File: src/rtl/fts_pkg.sv
package fts_pkg;

  typedef enum logic [3:0] {
    ST_RUNNING      = 4'd0,
    ST_IDLE         = 4'd1,
    ST_BLOCKED      = 4'd2,
    ST_SQUASHING    = 4'd3,
    ST_WAIT_RSP     = 4'd4,
    ST_WAIT_RETRY   = 4'd5,
    ST_ACCESS_DONE  = 4'd6,
    ST_TRAP_PEND    = 4'd7,
    ST_QUIESCE_PEND = 4'd8
  } thrState_e;

  localparam int STAGE_CNT = 4;
  localparam int STATE_W   = 4;

  // strobes from the per-thread control to its datapath
  typedef struct packed {
    logic loadCmt;
    logic loadDec;
    logic bumpTag;
  } dpStrobe_t;

endpackage

File: src/rtl/fts_stall_flags.sv
module fts_stall_flags #(
  parameter int STAGES = 4
) (
  input  logic              clk,
  input  logic              rstN,
  input  logic [STAGES-1:0] blockIn,
  input  logic [STAGES-1:0] unblockIn,
  input  logic              ctxSwitch,
  output logic              stalled
);

  logic [STAGES-1:0] flagsQ;
  logic [STAGES-1:0] flagsNext;

  // a block pulse wins over an unblock pulse in the same cycle
  always_comb begin
    flagsNext = (flagsQ & ~unblockIn) | blockIn;
  end

  always_ff @(posedge clk) begin
    if (!rstN) flagsQ <= '0;
    else       flagsQ <= flagsNext;
  end

  assign stalled = (|flagsNext) | ctxSwitch;

  p_block_sets_r2: assert property (@(posedge clk) disable iff (!rstN)
    (blockIn != '0) |=> ((flagsQ & $past(blockIn)) == $past(blockIn)));

  p_unblock_clears_r2: assert property (@(posedge clk) disable iff (!rstN)
    ((unblockIn & ~blockIn) != '0) |=> ((flagsQ & $past(unblockIn & ~blockIn)) == '0));

endmodule

File: src/rtl/fts_thread_dp.sv
module fts_thread_dp
  import fts_pkg::*;
#(
  parameter int          PC_W     = 32,
  parameter int          TAG_W    = 4,
  parameter logic [31:0] RESET_PC = 32'h100
) (
  input  logic             clk,
  input  logic             rstN,
  input  dpStrobe_t        strobes,
  input  logic [PC_W-1:0]  cmtPcIn,
  input  logic [PC_W-1:0]  decPcIn,
  output logic [PC_W-1:0]  pcQ,
  output logic [PC_W-1:0]  nextPcQ,
  output logic [TAG_W-1:0] tagQ
);

  localparam logic [PC_W-1:0] INST_BYTES = PC_W'(4);
  localparam logic [PC_W-1:0] PC_INIT    = PC_W'(RESET_PC);

  logic [PC_W-1:0] redirectPc;

  always_comb begin
    redirectPc = strobes.loadCmt ? cmtPcIn : decPcIn;
  end

  always_ff @(posedge clk) begin
    if (!rstN) begin
      pcQ     <= PC_INIT;
      nextPcQ <= PC_INIT + INST_BYTES;
      tagQ    <= '0;
    end else begin
      if (strobes.loadCmt || strobes.loadDec) begin
        pcQ     <= redirectPc;
        nextPcQ <= redirectPc + INST_BYTES;
      end
      if (strobes.bumpTag) tagQ <= tagQ + TAG_W'(1);
    end
  end

  p_cmt_redirect_r3: assert property (@(posedge clk) disable iff (!rstN)
    strobes.loadCmt |=> (pcQ == $past(cmtPcIn)) && (nextPcQ == $past(cmtPcIn) + INST_BYTES));

  p_dec_redirect_r5: assert property (@(posedge clk) disable iff (!rstN)
    (strobes.loadDec && !strobes.loadCmt) |=> (pcQ == $past(decPcIn)));

  p_tag_step_r6: assert property (@(posedge clk) disable iff (!rstN)
    strobes.bumpTag |=> (tagQ == TAG_W'($past(tagQ) + TAG_W'(1))));

endmodule

File: src/rtl/fts_thread_ctrl.sv
module fts_thread_ctrl
  import fts_pkg::*;
#(
  parameter int TAG_W = 4,
  parameter int TID_W = 1,
  parameter int TID   = 0
) (
  input  logic             clk,
  input  logic             rstN,
  input  logic             active,
  input  logic             stalled,
  input  logic             cmtSquash,
  input  logic             robSquashing,
  input  logic             decSquash,
  input  logic             reqIssue,
  input  logic             reqAck,
  input  logic             retryAck,
  input  logic             trapReq,
  input  logic             quiesceReq,
  input  logic             wakeReq,
  input  logic             rspValid,
  input  logic [TID_W-1:0] rspThread,
  input  logic [TAG_W-1:0] rspTag,
  input  logic [TAG_W-1:0] curTag,
  output thrState_e        stateQ,
  output dpStrobe_t        strobes
);

  localparam logic [TID_W-1:0] MY_ID = TID_W'(TID);

  thrState_e stateD;
  logic      rspForMe;
  logic      rspHit;
  logic      inWait;
  logic      nextInWait;
  logic      mayBlock;
  logic      redirect;

  always_comb begin
    rspForMe = rspValid && (rspThread == MY_ID) && (rspTag == curTag);
    rspHit   = rspForMe && (stateQ == ST_WAIT_RSP);
    inWait   = (stateQ == ST_WAIT_RSP) || (stateQ == ST_WAIT_RETRY);
    mayBlock = (stateQ == ST_RUNNING) || (stateQ == ST_IDLE) ||
               (stateQ == ST_BLOCKED) || (stateQ == ST_SQUASHING) ||
               (stateQ == ST_ACCESS_DONE);
  end

  always_comb begin
    stateD          = stateQ;
    strobes.loadCmt = 1'b0;
    strobes.loadDec = 1'b0;
    if (!active) begin
      stateD = ST_IDLE;
    end else if (cmtSquash) begin
      strobes.loadCmt = 1'b1;
      stateD          = ST_SQUASHING;
    end else if (robSquashing) begin
      stateD = ST_SQUASHING;
    end else if (decSquash && (stateQ != ST_SQUASHING)) begin
      strobes.loadDec = 1'b1;
      stateD          = ST_SQUASHING;
    end else if (stalled && mayBlock) begin
      stateD = ST_BLOCKED;
    end else begin
      unique case (stateQ)
        ST_IDLE, ST_BLOCKED, ST_SQUASHING, ST_ACCESS_DONE: stateD = ST_RUNNING;
        ST_RUNNING: begin
          if (trapReq)         stateD = ST_TRAP_PEND;
          else if (quiesceReq) stateD = ST_QUIESCE_PEND;
          else if (reqIssue)   stateD = reqAck ? ST_WAIT_RSP : ST_WAIT_RETRY;
        end
        ST_WAIT_RETRY: if (retryAck) stateD = ST_WAIT_RSP;
        ST_WAIT_RSP:   if (rspHit) stateD = stalled ? ST_BLOCKED : ST_ACCESS_DONE;
        ST_TRAP_PEND, ST_QUIESCE_PEND: if (wakeReq) stateD = ST_RUNNING;
        default: stateD = ST_RUNNING;
      endcase
    end
  end

  // tag moves on any redirect and on abandoning an outstanding request
  always_comb begin
    redirect        = strobes.loadCmt || strobes.loadDec;
    nextInWait      = (stateD == ST_WAIT_RSP) || (stateD == ST_WAIT_RETRY);
    strobes.bumpTag = redirect || (inWait && !nextInWait && !rspHit);
  end

  always_ff @(posedge clk) begin
    if (!rstN) stateQ <= ST_RUNNING;
    else       stateQ <= stateD;
  end

  p_cmt_first_r3: assert property (@(posedge clk) disable iff (!rstN)
    (active && cmtSquash) |=> (stateQ == ST_SQUASHING));

  p_flush_holds_r4: assert property (@(posedge clk) disable iff (!rstN)
    (active && !cmtSquash && robSquashing) |=> (stateQ == ST_SQUASHING));

  p_wait_kept_r7: assert property (@(posedge clk) disable iff (!rstN)
    (active && (stateQ == ST_WAIT_RSP) && !cmtSquash && !robSquashing && !decSquash && !rspForMe)
      |=> (stateQ == ST_WAIT_RSP));

  p_idle_r12: assert property (@(posedge clk) disable iff (!rstN)
    !active |=> (stateQ == ST_IDLE));

  p_done_brief_r9: assert property (@(posedge clk) disable iff (!rstN)
    ((stateQ == ST_ACCESS_DONE) && active && !cmtSquash && !robSquashing && !decSquash && !stalled)
      |=> (stateQ == ST_RUNNING));

endmodule

File: src/rtl/fetch_thread_ctrl.sv
module fetch_thread_ctrl
  import fts_pkg::*;
#(
  parameter int          NUM_THREADS = 2,
  parameter int          PC_W        = 32,
  parameter int          TAG_W       = 4,
  parameter logic [31:0] RESET_PC    = 32'h100,
  localparam int         TID_W       = (NUM_THREADS > 1) ? $clog2(NUM_THREADS) : 1
) (
  input  logic                           clk,
  input  logic                           rstN,
  input  logic [NUM_THREADS-1:0]         threadActive,
  input  logic [NUM_THREADS*4-1:0]       stageBlock,
  input  logic [NUM_THREADS*4-1:0]       stageUnblock,
  input  logic                           ctxSwitch,
  input  logic [NUM_THREADS-1:0]         cmtSquash,
  input  logic [NUM_THREADS*PC_W-1:0]    cmtPc,
  input  logic [NUM_THREADS-1:0]         robSquashing,
  input  logic [NUM_THREADS-1:0]         decSquash,
  input  logic [NUM_THREADS*PC_W-1:0]    decPc,
  input  logic [NUM_THREADS-1:0]         reqIssue,
  input  logic [NUM_THREADS-1:0]         reqAck,
  input  logic [NUM_THREADS-1:0]         retryAck,
  input  logic [NUM_THREADS-1:0]         trapReq,
  input  logic [NUM_THREADS-1:0]         quiesceReq,
  input  logic [NUM_THREADS-1:0]         wakeReq,
  input  logic                           rspValid,
  input  logic [TID_W-1:0]               rspThread,
  input  logic [TAG_W-1:0]               rspTag,
  output logic [NUM_THREADS*4-1:0]       threadState,
  output logic [NUM_THREADS*PC_W-1:0]    fetchPc,
  output logic [NUM_THREADS*PC_W-1:0]    nextPc,
  output logic [NUM_THREADS*TAG_W-1:0]   reqTag,
  output logic                           stageActive
);

  thrState_e              stateVec [NUM_THREADS];
  logic [NUM_THREADS-1:0] canWork;

  for (genvar t = 0; t < NUM_THREADS; t++) begin : g_thread
    logic             stalled;
    dpStrobe_t        strobes;
    logic [TAG_W-1:0] tag;

    fts_stall_flags #(.STAGES(STAGE_CNT)) stall_i (
      .clk       (clk),
      .rstN      (rstN),
      .blockIn   (stageBlock[t*STAGE_CNT +: STAGE_CNT]),
      .unblockIn (stageUnblock[t*STAGE_CNT +: STAGE_CNT]),
      .ctxSwitch (ctxSwitch),
      .stalled   (stalled)
    );

    fts_thread_ctrl #(.TAG_W(TAG_W), .TID_W(TID_W), .TID(t)) ctrl_i (
      .clk          (clk),
      .rstN         (rstN),
      .active       (threadActive[t]),
      .stalled      (stalled),
      .cmtSquash    (cmtSquash[t]),
      .robSquashing (robSquashing[t]),
      .decSquash    (decSquash[t]),
      .reqIssue     (reqIssue[t]),
      .reqAck       (reqAck[t]),
      .retryAck     (retryAck[t]),
      .trapReq      (trapReq[t]),
      .quiesceReq   (quiesceReq[t]),
      .wakeReq      (wakeReq[t]),
      .rspValid     (rspValid),
      .rspThread    (rspThread),
      .rspTag       (rspTag),
      .curTag       (tag),
      .stateQ       (stateVec[t]),
      .strobes      (strobes)
    );

    fts_thread_dp #(.PC_W(PC_W), .TAG_W(TAG_W), .RESET_PC(RESET_PC)) dp_i (
      .clk     (clk),
      .rstN    (rstN),
      .strobes (strobes),
      .cmtPcIn (cmtPc[t*PC_W +: PC_W]),
      .decPcIn (decPc[t*PC_W +: PC_W]),
      .pcQ     (fetchPc[t*PC_W +: PC_W]),
      .nextPcQ (nextPc[t*PC_W +: PC_W]),
      .tagQ    (tag)
    );

    assign reqTag[t*TAG_W +: TAG_W]  = tag;
    assign threadState[t*4 +: 4]     = stateVec[t];
    assign canWork[t] = threadActive[t] &&
                        ((stateVec[t] == ST_RUNNING) || (stateVec[t] == ST_SQUASHING) ||
                         (stateVec[t] == ST_ACCESS_DONE));
  end

  assign stageActive = |canWork;

endmodule

File: config.mk
export PLATFORM = sky130hd
export DESIGN_NAME = fetch_thread_ctrl
export DESIGN_NICKNAME = d
export VERILOG_FILES = /design/src/rtl/fts_pkg.sv /design/src/rtl/fts_stall_flags.sv /design/src/rtl/fts_thread_dp.sv /design/src/rtl/fts_thread_ctrl.sv /design/src/rtl/fetch_thread_ctrl.sv
export SDC_FILE = /design/constraint.sdc
export NUM_CORES = 1
export LEC_CHECK = 0
export CAP_MARGIN = 0
export CORE_AREA = 2 2 180 182
export CTS_CLUSTER_SIZE = 30
export DETAILED_ROUTE_END_ITERATION = 6
export DIE_AREA = 0 0 182 184
export PLACE_DENSITY_LB_ADDON = 0.3
export SLEW_MARGIN = 20
export SYNTH_ARGS = -nofsm -noshare
export SYNTH_HDL_FRONTEND = slang
export SYNTH_SLANG_ARGS = --single-unit
export TNS_END_PERCENT = 10
File: constraint.sdc
create_clock -name clk -period 4.7 [get_ports clk]
set_input_delay 0.94 -clock clk [delete_from_list [all_inputs] [get_ports clk]]
set_output_delay 0.94 -clock clk [all_outputs]
set_load 0.005 [all_outputs]
==> flow_summary.ini <==
[layout]
drive_gt1_share_pct = 5.64
nets = 1513
fillCellCount = 3185
area_growth_pct = 48.9
antenna_cells = 0
fin_area_sq_um = 12500
instances_no_fill = 1750

[worst_hold_path]
hp-class = reg2reg
hold_depth = 2
hp-start = g_thread[0].dp_i.nextPcQ[14]
min_to = g_thread[0].dp_i.nextPcQ[14]

[setup_path]
rr_endpoint = g_thread[0].dp_i.nextPcQ[2]
crit_type = in2reg
rrSetupSlack_ps = 1650
reg2reg_from = g_thread[0].ctrl_i.stateQ[0]
required_ps = 5000
reg2reg_depth = 6
cp_max_fo = 30
critPathCaptureType = register
setup.worst_path.start = cmtSquash[1]
arrival_ps = 4020
cp-start-kind = primary input

[routing]
wl_per_cell_microns = 18.8
vias_per_cell = 5.22
antenna_left = 0
drcViolationCount = 0
finalWirelength_mm = 32.9
drt_iter0_drc = 721
num_vias = 9137
first_pass_iters = 5

[yosys]
synth-simple-area-share_pct = 29.3
synth_top_area_share_pct = 35.4
synth_edf_count = 0
ys_warn_count = 0
syn_inst = 1061
synth_ff_type = dfxtp_1
synth_top_family_by_area = simple AND/OR/NAND/NOR gates
synth_compound_gate_area_share_pct = 17.7
synth-xor-area-share_pct = 3.35
synth.most_common_cell = dfxtp_1
yosys.area.top_type = dfxtp_1
synth_common_cells = dfxtp_1, nand2_1, nor2_1, mux2i_1, nand3_1
synth_area_leaders = dfxtp_1, mux2i_1, nand2_1
synthMuxAreaShare_pct = 8.83
synthArstFlopShare_pct = 0
synth_area_sq_um = 8370
synth_fa_ha_area_share_pct = 0.598
synth_cell_types = 67
avgSynthCellArea_sq_um = 7.89
syn_nets = 1238
synth_seq_cells = 148
yosysSeqAreaShare_pct = 35.4

[grt]
grt-ovfl-total = 0
grt_pass1_vias = 8702
grt_pass1_wl_mm = 50.4
antenna_found_initial = 0
grt_max_degree = 91
groute.usage.overall_pct = 19.1

[timing]
setup_viol = 0
whs_ps = 451
fin_crit_sh_pct = 79.1
fmax_mhz = 269
period_minus_slack_ps = 3720
tightestPinTransition_ps = 1050
slew_violations = 0
setup_tns_ps = 0
slew_headroom_pct = 29.7
hold_viol_final = 0
fin_skew_ps = 8.47
rsz0062_at_grt = false

[floorplan]
floorplan.initialDensity_pct = 26.7
die_h_microns = 184
fp-row-count = 65
dieArea_sq_um = 33500
die-width_microns = 182
core_area_sq_um = 31400
io_pins = 318

[clocking]
cts_resized = 0
cts_setup_buffers = 0
numCtsBuffers = 17
clkSinkCount = 148
clock_path_buffers = 2
holdBufCountCts = 0
path_clk_slew_ps = 60
cts_htree_levels = 4
cts_tree = done
cts_root_buf = clkbuf_16
clock_latency_ps = 420

[power_and_ir_drop]
power.density_nw_per_um2 = 298
p_leak_uw = 0.00445
p_total_uw = 3710
max-vdd-ir-drop_mv = 0.238

[placement]
hpwl_mm = 25.0
port-buffer-count = 317
dpl_cell_area_sq_um = 11800
dp_cells = 1719
gp_congestion = 0.889

[job]
cap_violations = 0

[outcome]
outcome = complete, no violations
[worst max-delay path, stage by stage]
cell and delay [ps]:
clkdlybuf4s50_1 450, buf_4 200, and2_4 450, mux2_2 310, ha_1 240, nand3_1 400, nor4_4 600, nor2_1 120
a311o_1 290
[placed cells by master, fill, tap and decap left out, types with 19 or more instances in the layout]
| master | n |
|---|---|
| buf_4 | 19 |
| nand3_1 | 64 |
| xor2_1 | 20 |
| mux2i_1 | 66 |
| o21ai_0 | 53 |
| dfxtp_1 | 148 |
| clkdlybuf4s50_1 | 316 |
| nor3_1 | 34 |
| a21oi_1 | 42 |
| nand4_1 | 42 |
| nor2_1 | 105 |
| nand2_1 | 132 |
| a211oi_1 | 49 |
[power by group]
group | switching [uW] | total (uW) | internal, uW
clock | 588 | 1490 | 907
combinational | 388 | 809 | 421
sequential | 61.3 | 1410 | 1350
total | 1040 | 3710 | 2670
[logic make-up (layout without fill, tap and decap cells)]
family	count (synthesis)	in the layout
compound gates	225	225
xor+xnor	32	32
fa+ha+maj	4	4
buf+inv	91	378
flops	148	148
mux	73	73
simple gates	488	488
[layer usage]
layer,global-route usage [%],share of wire (%),up-vias
li1,-,-,4445
met1,23.7,43,4301
met2,33.3,48,366
met3,4.71,7.8,25
met4,4.81,1.5,0
met5,0,0,-
[worst max-delay path by stage]
stage / to / slack, ps / cells after the start
2_1_floorplan: g_thread[0].dp_i.nextPcQ[18] / 1010 / 13
6_report: g_thread[1].dp_i.nextPcQ[30] / 980 / 9
5_1_grt: g_thread[0].dp_i.nextPcQ[18] / 810 / 8
4_1_cts: g_thread[0].dp_i.nextPcQ[18] / 1040 / 8
3_5_place_dp: g_thread[0].dp_i.nextPcQ[18] / 610 / 8
3_3_place_gp: g_thread[0].dp_i.nextPcQ[18] / 650 / 8
[registers in the layout, indices dropped and copies added, names as in the netlist]
| signal | flops |
|---|---|
| g_thread.stall_i.flagsQ | 8 |
| g_thread.ctrl_i.stateQ | 8 |
| g_thread.dp_i.nextPcQ | 62 |
| g_thread.dp_i.pcQ | 62 |
| g_thread.dp_i.tagQ | 8 |
[stage by stage]
stage | worst slack, ps | util, %
3_3_place_gp | 653 | 37.7
3_5_place_dp | 615 | 37.7
4_1_cts | 1040 | 39.7
5_1_grt | 806 | 39.7
2_1_floorplan | 1010 | -
6_report | 983 | 39.7
[layout make-up]
type                            instances  area, sq um  area share, %
Timing Repair Buffer                  335         3310           26.5
Clock buffer                           20          447           3.58
Tap cell                              402          503           4.03
Clock inverter                         11          176           1.41
Sequential cell                       148         2960           23.8
Inverter                               12         47.5          0.381
Multi-Input combinational cell        822         5030           40.3
Power figures use the tool's default switching activity.
